$ cat config.mk
export PLATFORM = sky130hd
export DESIGN_NAME = bus_break_channel
export DESIGN_NICKNAME = d
export VERILOG_FILES = /design/src/rtl/brk_pkg.sv /design/src/rtl/brk_regs.sv /design/src/rtl/brk_match.sv /design/src/rtl/bus_break_channel.sv
export SDC_FILE = /design/constraint.sdc
export NUM_CORES = 1
export LEC_CHECK = 0
export BUFFER_PORTS_ARGS = -buffer_cell sky130_fd_sc_hd__buf_2
export CAP_MARGIN = 20
export CORE_AREA = 3 3 94 96
export CTS_CLUSTER_SIZE = 20
export DETAILED_ROUTE_END_ITERATION = 8
export DIE_AREA = 0 0 97 99
export PLACE_DENSITY = 0.75
export SLEW_MARGIN = 20
export SYNTH_ARGS = -nofsm -noshare
export SYNTH_HDL_FRONTEND = slang
export SYNTH_SLANG_ARGS = --single-unit
$ cat constraint.sdc
create_clock -name clk -period 1.1 [get_ports clk]
set_input_delay 0.11 -clock clk [delete_from_list [all_inputs] [get_ports clk]]
set_output_delay 0.11 -clock clk [all_outputs]
set_load 0.02 [all_outputs]
$ cat src/rtl/brk_pkg.sv
// Package: shared constants and types for the break-condition channel.
// Assumes register offsets are two bits wide and that the condition
// register packs four two-bit fields into bits 7:0.
package brk_pkg;
    localparam int REG_SEL_W = 2;

    localparam logic [REG_SEL_W-1:0] SEL_ADDR   = 2'd0;
    localparam logic [REG_SEL_W-1:0] SEL_MASK   = 2'd1;
    localparam logic [REG_SEL_W-1:0] SEL_COND   = 2'd2;
    localparam logic [REG_SEL_W-1:0] SEL_STATUS = 2'd3;

    localparam int COND_W = 8;

    // Attributes of one monitored bus cycle.
    typedef struct packed {
        logic       is_dma;
        logic       is_data;
        logic       is_write;
        logic [1:0] size;
    } bus_attr_t;

    // Decoded view of the stored condition byte.
    typedef struct packed {
        logic [1:0] master;
        logic [1:0] kind;
        logic [1:0] dir;
        logic [1:0] size;
    } cond_t;
endpackage

$ cat src/rtl/brk_regs.sv
// Module: register file of one break channel. It holds the reference
// address, the address mask, the condition byte and the sticky flag.
// Assumes a single write port. Reads are combinational on reg_sel.
// The hit input comes from the comparator and is computed from the
// values held before this edge, so a write lands after the compare.
module brk_regs
    import brk_pkg::*;
#(
    parameter int ADDR_W = 32
) (
    input  logic                 clk,
    input  logic                 rst_n,
    input  logic [REG_SEL_W-1:0] sel,
    input  logic                 we,
    input  logic [ADDR_W-1:0]    wdata,
    input  logic                 hit,
    output logic [ADDR_W-1:0]    rdata,
    output logic [ADDR_W-1:0]    ref_addr,
    output logic [ADDR_W-1:0]    ref_mask,
    output cond_t                cond,
    output logic                 flag
);
    logic wr_clear;
    logic unused_wbits;

    assign wr_clear     = we && (sel == SEL_STATUS) && wdata[0];
    assign unused_wbits = ^wdata;

    // Address and mask registers: plain read/write storage.
    always_ff @(posedge clk) begin
        if (!rst_n) begin
            ref_addr <= '0;
            ref_mask <= '0;
        end else if (we) begin
            if (sel == SEL_ADDR) ref_addr <= wdata;
            if (sel == SEL_MASK) ref_mask <= wdata;
        end
    end

    // Condition byte: only the low eight bits are kept.
    always_ff @(posedge clk) begin
        if (!rst_n)                         cond <= '0;
        else if (we && sel == SEL_COND)     cond <= cond_t'(wdata[COND_W-1:0]);
    end

    // Sticky flag: set by a hit, cleared by writing 1; a hit wins.
    always_ff @(posedge clk) begin
        if (!rst_n)        flag <= 1'b0;
        else if (hit)      flag <= 1'b1;
        else if (wr_clear) flag <= 1'b0;
    end

    // Read multiplexer with zero fill above each stored field.
    always_comb begin
        rdata = '0;
        case (sel)
            SEL_ADDR:   rdata = ref_addr;
            SEL_MASK:   rdata = ref_mask;
            SEL_COND:   rdata[COND_W-1:0] = cond;
            SEL_STATUS: rdata[0] = flag;
            default:    rdata = '0;
        endcase
    end


    sticky_hold_chk: assert property (@(posedge clk) disable iff (!rst_n)
        (flag && !wr_clear) |=> flag);


    clear_effect_chk: assert property (@(posedge clk) disable iff (!rst_n)
        (wr_clear && !hit) |=> !flag);


    cond_upper_zero_chk: assert property (@(posedge clk) disable iff (!rst_n)
        (sel == SEL_COND) |-> (rdata[ADDR_W-1:COND_W] == '0));


    late_write_chk: assert property (@(posedge clk) disable iff (!rst_n)
        (we && sel == SEL_ADDR) |=> (ref_addr == $past(wdata)));
endmodule

$ cat src/rtl/brk_match.sv
// Module: combinational comparator for one break channel. A bus cycle
// hits when it is valid, the masked address agrees, and the master,
// kind, direction and size fields all accept the cycle.
// Assumes the size field value 00 means any size.
module brk_match
    import brk_pkg::*;
#(
    parameter int ADDR_W = 32
) (
    input  logic              clk,
    input  logic              rst_n,
    input  logic              valid,
    input  logic [ADDR_W-1:0] addr,
    input  bus_attr_t         attr,
    input  logic [ADDR_W-1:0] ref_addr,
    input  logic [ADDR_W-1:0] ref_mask,
    input  cond_t             cond,
    output logic              hit
);
    logic [ADDR_W-1:0] bit_ok;
    logic              addr_ok;
    logic              master_ok;
    logic              kind_ok;
    logic              dir_ok;
    logic              size_ok;

    // Per-bit address agreement, forced true where the mask is set.
    for (genvar i = 0; i < ADDR_W; i++) begin : g_bit
        assign bit_ok[i] = ref_mask[i] || (addr[i] == ref_addr[i]);
    end

    // Field decode: low bit accepts the 0 case, high bit the 1 case.
    always_comb begin
        addr_ok   = &bit_ok;
        master_ok = (cond.master[0] && !attr.is_dma)   || (cond.master[1] && attr.is_dma);
        kind_ok   = (cond.kind[0]   && !attr.is_data)  || (cond.kind[1]   && attr.is_data);
        dir_ok    = (cond.dir[0]    && !attr.is_write) || (cond.dir[1]    && attr.is_write);
        size_ok   = (cond.size == 2'b00) || (cond.size == attr.size);
        hit       = valid && addr_ok && master_ok && kind_ok && dir_ok && size_ok;
    end


    master_off_chk: assert property (@(posedge clk) disable iff (!rst_n)
        (cond.master == 2'b00) |-> !hit);


    valid_gate_chk: assert property (@(posedge clk) disable iff (!rst_n)
        !valid |-> !hit);


    unmasked_bit_chk: assert property (@(posedge clk) disable iff (!rst_n)
        hit |-> (((addr ^ ref_addr) & ~ref_mask) == '0));
endmodule

$ cat src/rtl/bus_break_channel.sv
// Module: top of one break channel. It joins the register file and the
// comparator. break_irq is the registered sticky flag.
// Assumes monitor inputs are synchronous to clk and valid for one cycle.
module bus_break_channel
    import brk_pkg::*;
#(
    parameter int ADDR_W = 32
) (
    input  logic                 clk,
    input  logic                 rst_n,
    input  logic [REG_SEL_W-1:0] reg_sel,
    input  logic                 reg_we,
    input  logic [ADDR_W-1:0]    reg_wdata,
    output logic [ADDR_W-1:0]    reg_rdata,
    input  logic                 bus_valid,
    input  logic [ADDR_W-1:0]    bus_addr,
    input  logic                 bus_is_dma,
    input  logic                 bus_is_data,
    input  logic                 bus_is_write,
    input  logic [1:0]           bus_size,
    output logic                 break_irq
);
    logic [ADDR_W-1:0] ref_addr;
    logic [ADDR_W-1:0] ref_mask;
    cond_t             cond;
    logic              hit;
    logic              flag;
    bus_attr_t         attr;

    assign attr = '{is_dma: bus_is_dma, is_data: bus_is_data,
                    is_write: bus_is_write, size: bus_size};

    brk_regs #(.ADDR_W(ADDR_W)) u_regs (
        .clk(clk), .rst_n(rst_n), .sel(reg_sel), .we(reg_we),
        .wdata(reg_wdata), .hit(hit), .rdata(reg_rdata),
        .ref_addr(ref_addr), .ref_mask(ref_mask), .cond(cond), .flag(flag)
    );

    brk_match #(.ADDR_W(ADDR_W)) u_match (
        .clk(clk), .rst_n(rst_n), .valid(bus_valid), .addr(bus_addr),
        .attr(attr), .ref_addr(ref_addr), .ref_mask(ref_mask),
        .cond(cond), .hit(hit)
    );

    assign break_irq = flag;


    irq_cause_chk: assert property (@(posedge clk) disable iff (!rst_n)
        $rose(break_irq) |-> $past(bus_valid));
endmodule

==> run_summary.xml, run 1 <==
<?xml version="1.0" encoding="UTF-8"?>
<metrics>
  <group name="critical_path">
    <metric name="cp_slowest_cell" unit="">sky130_fd_sc_hd__mux4_2</metric>
    <metric name="cp_max_fo" unit="">2</metric>
    <metric name="crit_path_end_kind" unit="">output pin</metric>
    <metric name="required" unit="ns">0.99</metric>
    <metric name="crit_type" unit="">register to output pin</metric>
    <metric name="critical_path.max_stage_delay" unit="ns">0.50</metric>
    <metric name="timing.critical_path.max_delay_family" unit="">multiplexers</metric>
    <metric name="crit_path_cell_trace" unit="">mux4_2 &gt; buf_6</metric>
    <metric name="worstPathBufferInverterCount" unit="">1</metric>
    <metric name="timing.critical_path.from_type" unit="">register</metric>
    <metric name="cp_data_arrival_time" unit="ns">1.32</metric>
  </group>
  <group name="grt">
    <metric name="grt_overflow_total" unit="">0</metric>
    <metric name="grt_pass1_wl" unit="mm">19.2</metric>
    <metric name="track_usage" unit="">0.249</metric>
    <metric name="grt_antenna_before_repair" unit="">0</metric>
    <metric name="grt_start_max_net_pins" unit="">74</metric>
    <metric name="first_global_vias" unit="">3938</metric>
  </group>
  <group name="run_status">
    <metric name="failing_checks" unit="">negative setup slack</metric>
    <metric name="outcome" unit="">complete, but fails checks</metric>
  </group>
  <group name="sta">
    <metric name="drv_slew" unit="">0</metric>
    <metric name="setup_violations" unit="">33</metric>
    <metric name="worst_clock_skew" unit="ns">0.00447</metric>
    <metric name="worst-slew-pin-transition" unit="ns">0.366</metric>
    <metric name="max-slew-margin-rel" unit="">0.756</metric>
    <metric name="period_needed" unit="ns">1.43</metric>
    <metric name="setup_slack" unit="ns">-0.327</metric>
    <metric name="final_hold_viol_count" unit="">0</metric>
    <metric name="rsz0062_at_grt" unit="">yes</metric>
    <metric name="post-route-period-util" unit="">1.30</metric>
    <metric name="max_freq" unit="MHz">701</metric>
  </group>
  <group name="synthesis">
    <metric name="synth_cells" unit="">459</metric>
    <metric name="postSynthAreaPerCell" unit="um^2">8.25</metric>
    <metric name="post_synth_mux_area_share" unit="">0.114</metric>
    <metric name="yosysWarningCount" unit="">0</metric>
    <metric name="synthesized_netlist_net_count" unit="">534</metric>
    <metric name="seq_area_frac_synth" unit="">0.386</metric>
    <metric name="synth_xor_area_frac" unit="">0.0740</metric>
    <metric name="synth_top_area_frac" unit="">0.386</metric>
    <metric name="synth_simple_gate_area_share" unit="">0.202</metric>
    <metric name="ys_top_cells_by_area" unit="">sky130_fd_sc_hd__dfxtp_1, sky130_fd_sc_hd__nand2_1, sky130_fd_sc_hd__mux2i_1</metric>
    <metric name="post_synth_num_cell_types" unit="">27</metric>
    <metric name="synth_largest_area_cell" unit="">sky130_fd_sc_hd__dfxtp_1</metric>
    <metric name="synth_top_family_by_area" unit="">simple AND/OR/NAND/NOR gates</metric>
    <metric name="ys_seq_elements" unit="">73</metric>
    <metric name="synth_compound_area_frac" unit="">0.170</metric>
    <metric name="synth_fa_ha_area_frac" unit="">0</metric>
    <metric name="post_synth_instance_area" unit="um^2">3790</metric>
  </group>
  <group name="route">
    <metric name="routed_via_density" unit="">5.12</metric>
    <metric name="drt-initial-drc-count" unit="">170</metric>
    <metric name="post-route-drc-count" unit="">0</metric>
    <metric name="drt-total-wl" unit="mm">11.9</metric>
    <metric name="post_detailed_route_count_of_antenna_violating_nets" unit="">0</metric>
    <metric name="drt-pass1-iter-count" unit="">4</metric>
    <metric name="routed_wirelength_normalized_by_instance_count" unit="um">15.8</metric>
    <metric name="routed-via-count" unit="">3838</metric>
  </group>
  <group name="clock_tree">
    <metric name="cts.root.buffer_cell" unit="">sky130_fd_sc_hd__clkbuf_8</metric>
    <metric name="cts-htree-levels" unit="">3</metric>
    <metric name="clock_insertion_delay_worst_skew" unit="ns">0.34</metric>
    <metric name="clk_pin_slew" unit="ns">0.08</metric>
    <metric name="tritoncts.num_buffers" unit="">9</metric>
    <metric name="maximum_count_of_clock_buffers_along_a_single_path" unit="">2</metric>
    <metric name="clock_tree_from_tritoncts" unit="">done</metric>
    <metric name="clock_sinks" unit="">73</metric>
  </group>
  <group name="layout">
    <metric name="final_net_count" unit="">714</metric>
    <metric name="flow.area_growth_from_synthesis" unit="%">47.1</metric>
    <metric name="drive_above_1_share" unit="">0.421</metric>
    <metric name="layout.core_utilization" unit="">0.685</metric>
    <metric name="postLayoutCellArea" unit="um^2">5570</metric>
    <metric name="multi_input_logic_area" unit="um^2">2170</metric>
    <metric name="layout.area.seq" unit="um^2">1530</metric>
    <metric name="diodes" unit="">0</metric>
    <metric name="final.fill_count" unit="">636</metric>
  </group>
  <group name="place">
    <metric name="dp_hpwl" unit="mm">8.03</metric>
    <metric name="gp_routability_congestion" unit="">0.784</metric>
    <metric name="io_buffer_count" unit="">107</metric>
    <metric name="place_area" unit="um^2">4770</metric>
  </group>
  <group name="pwr">
    <metric name="irDropWorstVdd" unit="mV">0.886</metric>
    <metric name="power_leakage" unit="nW">2.41</metric>
    <metric name="total_power" unit="mW">6.01</metric>
    <metric name="power_per_cell_area" unit="nW/um^2">1080</metric>
  </group>
  <group name="die">
    <metric name="die_x" unit="um">97</metric>
    <metric name="die_height" unit="um">99</metric>
    <metric name="placeableCoreArea" unit="um^2">8130</metric>
    <metric name="initial_cell_density_of_the_core" unit="">0.466</metric>
    <metric name="boundaryPins" unit="">108</metric>
    <metric name="placement_rows" unit="">33</metric>
    <metric name="total_die_area" unit="um^2">9600</metric>
  </group>
  <group name="worst_hold_path">
    <metric name="hold_path.class" unit="">input port to register</metric>
  </group>
  <group name="flow_run">
    <metric name="drv.max_cap_violation_count" unit="">0</metric>
  </group>
</metrics>
-- area by class of cell --
type,count,share of cell area
repair buffers,201,0.277
well taps,105,0.0236
multi-input cells,352,0.389
clock buffers,10,0.0247
inverters,2,0.00135
clock inverters,6,0.0103
flip-flops and latches,73,0.275
-- layout by cell type, fill, tap and decap left out, types with 2 or more instances in the layout --
cell type,instances
sky130_fd_sc_hd__xnor2_2,2
sky130_fd_sc_hd__o21ai_0,2
sky130_fd_sc_hd__mux2i_2,3
sky130_fd_sc_hd__nor4_1,2
sky130_fd_sc_hd__a21boi_0,29
sky130_fd_sc_hd__nor2_1,29
sky130_fd_sc_hd__o21ai_1,8
sky130_fd_sc_hd__nand2_1,136
sky130_fd_sc_hd__dfxtp_2,57
sky130_fd_sc_hd__xnor2_1,30
sky130_fd_sc_hd__o22ai_1,14
sky130_fd_sc_hd__dfxtp_1,16
sky130_fd_sc_hd__a21oi_1,2
sky130_fd_sc_hd__buf_12,7
sky130_fd_sc_hd__mux2i_1,38
sky130_fd_sc_hd__inv_1,2
sky130_fd_sc_hd__a21boi_1,35
sky130_fd_sc_hd__clkinv_2,4
sky130_fd_sc_hd__buf_2,75
sky130_fd_sc_hd__nand4_1,3
sky130_fd_sc_hd__buf_6,26
sky130_fd_sc_hd__nor2b_1,8
sky130_fd_sc_hd__dlygate4sd3_1,14
sky130_fd_sc_hd__clkbuf_8,10
sky130_fd_sc_hd__buf_4,79
-- final timing paths --
path,startpoint,end,slack [ns],cells past startpoint
setup / recovery,u_regs.flag,reg_rdata[0],-0.33,2
hold / removal,reg_wdata[30],u_regs.ref_mask[30],0.008,3
setup reg to reg,u_regs.ref_addr[1],u_regs.flag,-0.20,6
hold reg to reg,u_regs.ref_addr[29],u_regs.ref_addr[29],0.47,2
-- per-layer routing --
metal | up-vias | global-route usage | wire [um] | share of wire
met2 | 155 | 0.436 | 5910 | 0.50
met4 | 0 | 0.0713 | 116 | 0.0098
met5 | - | 0 | 0 | 0
met3 | 13 | 0.0722 | 982 | 0.083
li1 | 1888 | - | - | -
met1 | 1782 | 0.296 | 4840 | 0.41
-- flip-flops by register name, summed over array words and instances (netlist names) --
signal	flops
u_regs.cond	8
u_regs.ref_mask	32
u_regs.flag	1
u_regs.ref_addr	32
-- synthesized netlist by cell type --
master                        n
sky130_fd_sc_hd__nand2_1    136
sky130_fd_sc_hd__dfxtp_1     73
sky130_fd_sc_hd__mux2i_1     41
sky130_fd_sc_hd__a21boi_1    35
sky130_fd_sc_hd__xnor2_1     32
sky130_fd_sc_hd__a21boi_0    29
sky130_fd_sc_hd__nor2_1      29
sky130_fd_sc_hd__o22ai_1     15
sky130_fd_sc_hd__buf_2       12
sky130_fd_sc_hd__clkbuf_1    11
sky130_fd_sc_hd__o21ai_0     10
sky130_fd_sc_hd__buf_6        8
sky130_fd_sc_hd__nor2b_1      8
sky130_fd_sc_hd__nand4_1      3
sky130_fd_sc_hd__nor4_1       3
sky130_fd_sc_hd__a21oi_1      2
sky130_fd_sc_hd__inv_1        2
sky130_fd_sc_hd__and2_4       1
sky130_fd_sc_hd__buf_4        1
sky130_fd_sc_hd__mux4_2       1
sky130_fd_sc_hd__nand2b_1     1
sky130_fd_sc_hd__nand3_1      1
sky130_fd_sc_hd__nand3b_1     1
sky130_fd_sc_hd__nor2b_2      1
sky130_fd_sc_hd__nor3b_2      1
sky130_fd_sc_hd__o2111ai_1    1
sky130_fd_sc_hd__or3b_1       1
-- per-stage QoR --
step	setup WS (ns)	cells	hold WS, ns	setup TNS (ns)
2_1_floorplan	-0.00171	459	0.245	-0.00171
3_3_place_gp	-0.146	696	0.362	-4.65
3_5_place_dp	-0.186	696	0.371	-6.59
4_1_cts	-0.327	746	0.000459	-4.22
5_1_grt	-0.372	749	0.000408	-5.85
6_report	-0.327	749	0.00766	-4.03
-- cells by family after synthesis --
group,after synthesis
simple gates,186
compound gates,92
flops,73
mux,42
buf+inv,34
xor+xnor,32
-- power by group --
group | leakage [nW] | switching, mW | total [mW] | internal (mW)
registers | 0.620 | 0.0669 | 2.81 | 2.74
logic | 1.69 | 0.521 | 1.10 | 0.576
clock network | 0.102 | 1.01 | 2.10 | 1.09
-- worst reg2reg max path: stages, from the launching register on --
cell                      delay [ns]
sky130_fd_sc_hd__dfxtp_2        0.33
sky130_fd_sc_hd__buf_6          0.11
sky130_fd_sc_hd__xnor2_2        0.14
sky130_fd_sc_hd__o22ai_2        0.10
sky130_fd_sc_hd__nor4_2         0.30
sky130_fd_sc_hd__nand4_1        0.13
sky130_fd_sc_hd__o21ai_1        0.13
-- timing repair --
action	in CTS	in global routing
setup endpoints to repair	33	34
endpoints found under the hold margin	17	0
pin swaps	22	25
buffers inserted	21	4
gates resized for setup	119	13
hold buffers	14	0
cloned	0	0
(Power assumes the default switching activity.)
==> inputs of run 2 (changes only) <==
CORE_AREA = 3 3 90 92   (was 3 3 94 96)
DIE_AREA = 0 0 93 95   (was 0 0 97 99)
PLACE_DENSITY = 0.78   (was 0.75)
clock period = 1.6 ns   (was 1.1 ns; I/O delays follow)
==> run_summary.xml, run 2 (synthesis results as in run 1) <==
<?xml version="1.0" encoding="UTF-8"?>
<metrics>
  <group name="place">
    <metric name="place_inst" unit="">646</metric>
    <metric name="gp_routability_congestion" unit="">0.803</metric>
    <metric name="io_buffer_count" unit="">107</metric>
    <metric name="dp_hpwl" unit="mm">7.11</metric>
    <metric name="place_area" unit="um^2">4380</metric>
  </group>
  <group name="clock_tree">
    <metric name="buffers_inserted_by_post_cts_timing_repair" unit="">0</metric>
    <metric name="clock_sinks" unit="">73</metric>
    <metric name="cts-htree-levels" unit="">3</metric>
    <metric name="clk_pin_slew" unit="ns">0.07</metric>
    <metric name="maximum_count_of_clock_buffers_along_a_single_path" unit="">2</metric>
    <metric name="clock_tree_from_tritoncts" unit="">done</metric>
    <metric name="cts.root.buffer_cell" unit="">sky130_fd_sc_hd__clkbuf_8</metric>
    <metric name="cts-hold-fix-buffers" unit="">0</metric>
    <metric name="cts_resizes" unit="">0</metric>
    <metric name="tritoncts.num_buffers" unit="">9</metric>
    <metric name="clock_insertion_delay_worst_skew" unit="ns">0.35</metric>
  </group>
  <group name="critical_path">
    <metric name="critical_path.max_stage_delay" unit="ns">0.49</metric>
    <metric name="timing.critical_path.max_delay_family" unit="">multiplexers</metric>
    <metric name="cp_data_arrival_time" unit="ns">1.35</metric>
    <metric name="cp_slowest_cell" unit="">sky130_fd_sc_hd__mux4_2</metric>
    <metric name="cp_max_fo" unit="">3</metric>
    <metric name="worstPathBufferInverterCount" unit="">1</metric>
    <metric name="crit_path_end_kind" unit="">output pin</metric>
    <metric name="crit_type" unit="">register to output pin</metric>
    <metric name="timing.critical_path.from_type" unit="">register</metric>
    <metric name="crit_path_cell_trace" unit="">mux4_2 &gt; buf_2</metric>
    <metric name="required" unit="ns">1.44</metric>
  </group>
  <group name="sta">
    <metric name="finalSetupTns" unit="ns">0</metric>
    <metric name="drv_slew" unit="">0</metric>
    <metric name="max_freq" unit="MHz">664</metric>
    <metric name="worst_clock_skew" unit="ns">0.00562</metric>
    <metric name="post-route-period-util" unit="">0.942</metric>
    <metric name="fin_worst_hold_slack" unit="ns">0.0572</metric>
    <metric name="period_needed" unit="ns">1.51</metric>
    <metric name="worst-slew-pin-transition" unit="ns">0.595</metric>
    <metric name="max-slew-margin-rel" unit="">0.603</metric>
    <metric name="rsz0062_at_grt" unit="">no</metric>
    <metric name="setup_violations" unit="">0</metric>
    <metric name="final_hold_viol_count" unit="">0</metric>
  </group>
  <group name="route">
    <metric name="drt-initial-drc-count" unit="">174</metric>
    <metric name="post-route-drc-count" unit="">0</metric>
    <metric name="drt-total-wl" unit="mm">9.81</metric>
    <metric name="post_detailed_route_count_of_antenna_violating_nets" unit="">0</metric>
    <metric name="routed_wirelength_normalized_by_instance_count" unit="um">14.8</metric>
    <metric name="drt-pass1-iter-count" unit="">4</metric>
    <metric name="routed_via_density" unit="">5.28</metric>
    <metric name="routed-via-count" unit="">3489</metric>
  </group>
  <group name="flow_run">
    <metric name="drv.max_cap_violation_count" unit="">0</metric>
  </group>
  <group name="grt">
    <metric name="track_usage" unit="">0.232</metric>
    <metric name="grt_pass1_wl" unit="mm">16.0</metric>
    <metric name="grt_antenna_before_repair" unit="">0</metric>
    <metric name="grt_start_max_net_pins" unit="">74</metric>
    <metric name="grt_overflow_total" unit="">0</metric>
    <metric name="first_global_vias" unit="">3344</metric>
  </group>
  <group name="layout">
    <metric name="final_cell_mix" unit="">sky130_fd_sc_hd__nand2_1, sky130_fd_sc_hd__buf_2, sky130_fd_sc_hd__dfxtp_1, sky130_fd_sc_hd__mux2i_1, sky130_fd_sc_hd__a21boi_1</metric>
    <metric name="postLayoutCellArea" unit="um^2">4540</metric>
    <metric name="final.fill_count" unit="">690</metric>
    <metric name="flow.area_growth_from_synthesis" unit="%">19.8</metric>
    <metric name="biggestRegsByFlops" unit="">u_regs.ref_addr (32), u_regs.ref_mask (32), u_regs.cond (8)</metric>
    <metric name="mostFrequentLayoutCell" unit="">sky130_fd_sc_hd__nand2_1</metric>
    <metric name="drive_above_1_share" unit="">0.246</metric>
    <metric name="final_net_count" unit="">633</metric>
    <metric name="diodes" unit="">0</metric>
    <metric name="fin_cells" unit="">661</metric>
  </group>
  <group name="die">
    <metric name="die_x" unit="um">93</metric>
    <metric name="die_height" unit="um">95</metric>
    <metric name="initial_cell_density_of_the_core" unit="">0.520</metric>
    <metric name="placement_rows" unit="">31</metric>
    <metric name="total_die_area" unit="um^2">8840</metric>
    <metric name="placeableCoreArea" unit="um^2">7290</metric>
    <metric name="boundaryPins" unit="">108</metric>
  </group>
  <group name="pwr">
    <metric name="power_per_cell_area" unit="nW/um^2">822</metric>
    <metric name="power_leakage" unit="nW">1.91</metric>
    <metric name="irDropWorstVdd" unit="mV">0.433</metric>
  </group>
  <group name="worst_hold_path">
    <metric name="hold_path.class" unit="">input port to register</metric>
  </group>
  <group name="run_status">
    <metric name="outcome" unit="">finished, final reports clean</metric>
  </group>
</metrics>
run 2: final timing paths:
kind,from,end,slack [ns],cells past startpoint
worst max-delay path,u_regs.flag,reg_rdata[0],0.09,2
worst min-delay path,reg_wdata[23],u_regs.ref_mask[23],0.06,3
worst max register to register,u_regs.ref_addr[12],u_regs.flag,0.14,5
worst min register to register,u_regs.ref_mask[17],u_regs.ref_mask[17],0.47,2
run 2: worst register-to-register path: cells and delay by family, from the launching register on:
| family | cells | cell delay (ns) |
|---|---|---|
| simple gates | 2 | 0.61 |
| xor+xnor | 1 | 0.13 |
| compound gates | 2 | 0.27 |
| flops | 1 | 0.38 |
run 2: cell type report:
| type | count | area [um^2] | share of cell area |
|---|---|---|---|
| clock inverter | 4 | 20.0 | 0.00441 |
| timing repair buffer | 120 | 658 | 0.145 |
| sequential | 73 | 1460 | 0.322 |
| inverter | 2 | 7.51 | 0.00165 |
| clock buffer | 11 | 141 | 0.0311 |
| multi-input combinational | 352 | 2130 | 0.469 |
| tap | 99 | 124 | 0.0273 |
run 2: metrics by stage:
stage | setup slack [ns] | util | power (mW)
floorplan | 0.275 | - | 2.31
global placement | 0.209 | 0.600 | 2.52
detailed placement | 0.177 | 0.600 | 2.53
CTS | 0.0888 | 0.623 | 3.77
global route | 0.0473 | 0.623 | 3.90
finish | 0.0935 | 0.623 | 3.73
run 2: report_power, final:
part           leakage (nW)  switching (mW)  internal (mW)
sequential            0.593          0.0502           1.88
clock                0.0887           0.654          0.586
combinational          1.23           0.300          0.265
total                  1.91            1.00           2.73
run 2: per-layer routing:
metal	vias to the layer above	wire length (um)	global-route usage
li1	1723	-	-
met1	1617	4370	0.302
met2	132	4530	0.375
met3	17	721	0.0430
met4	0	185	0.106
met5	-	0	0
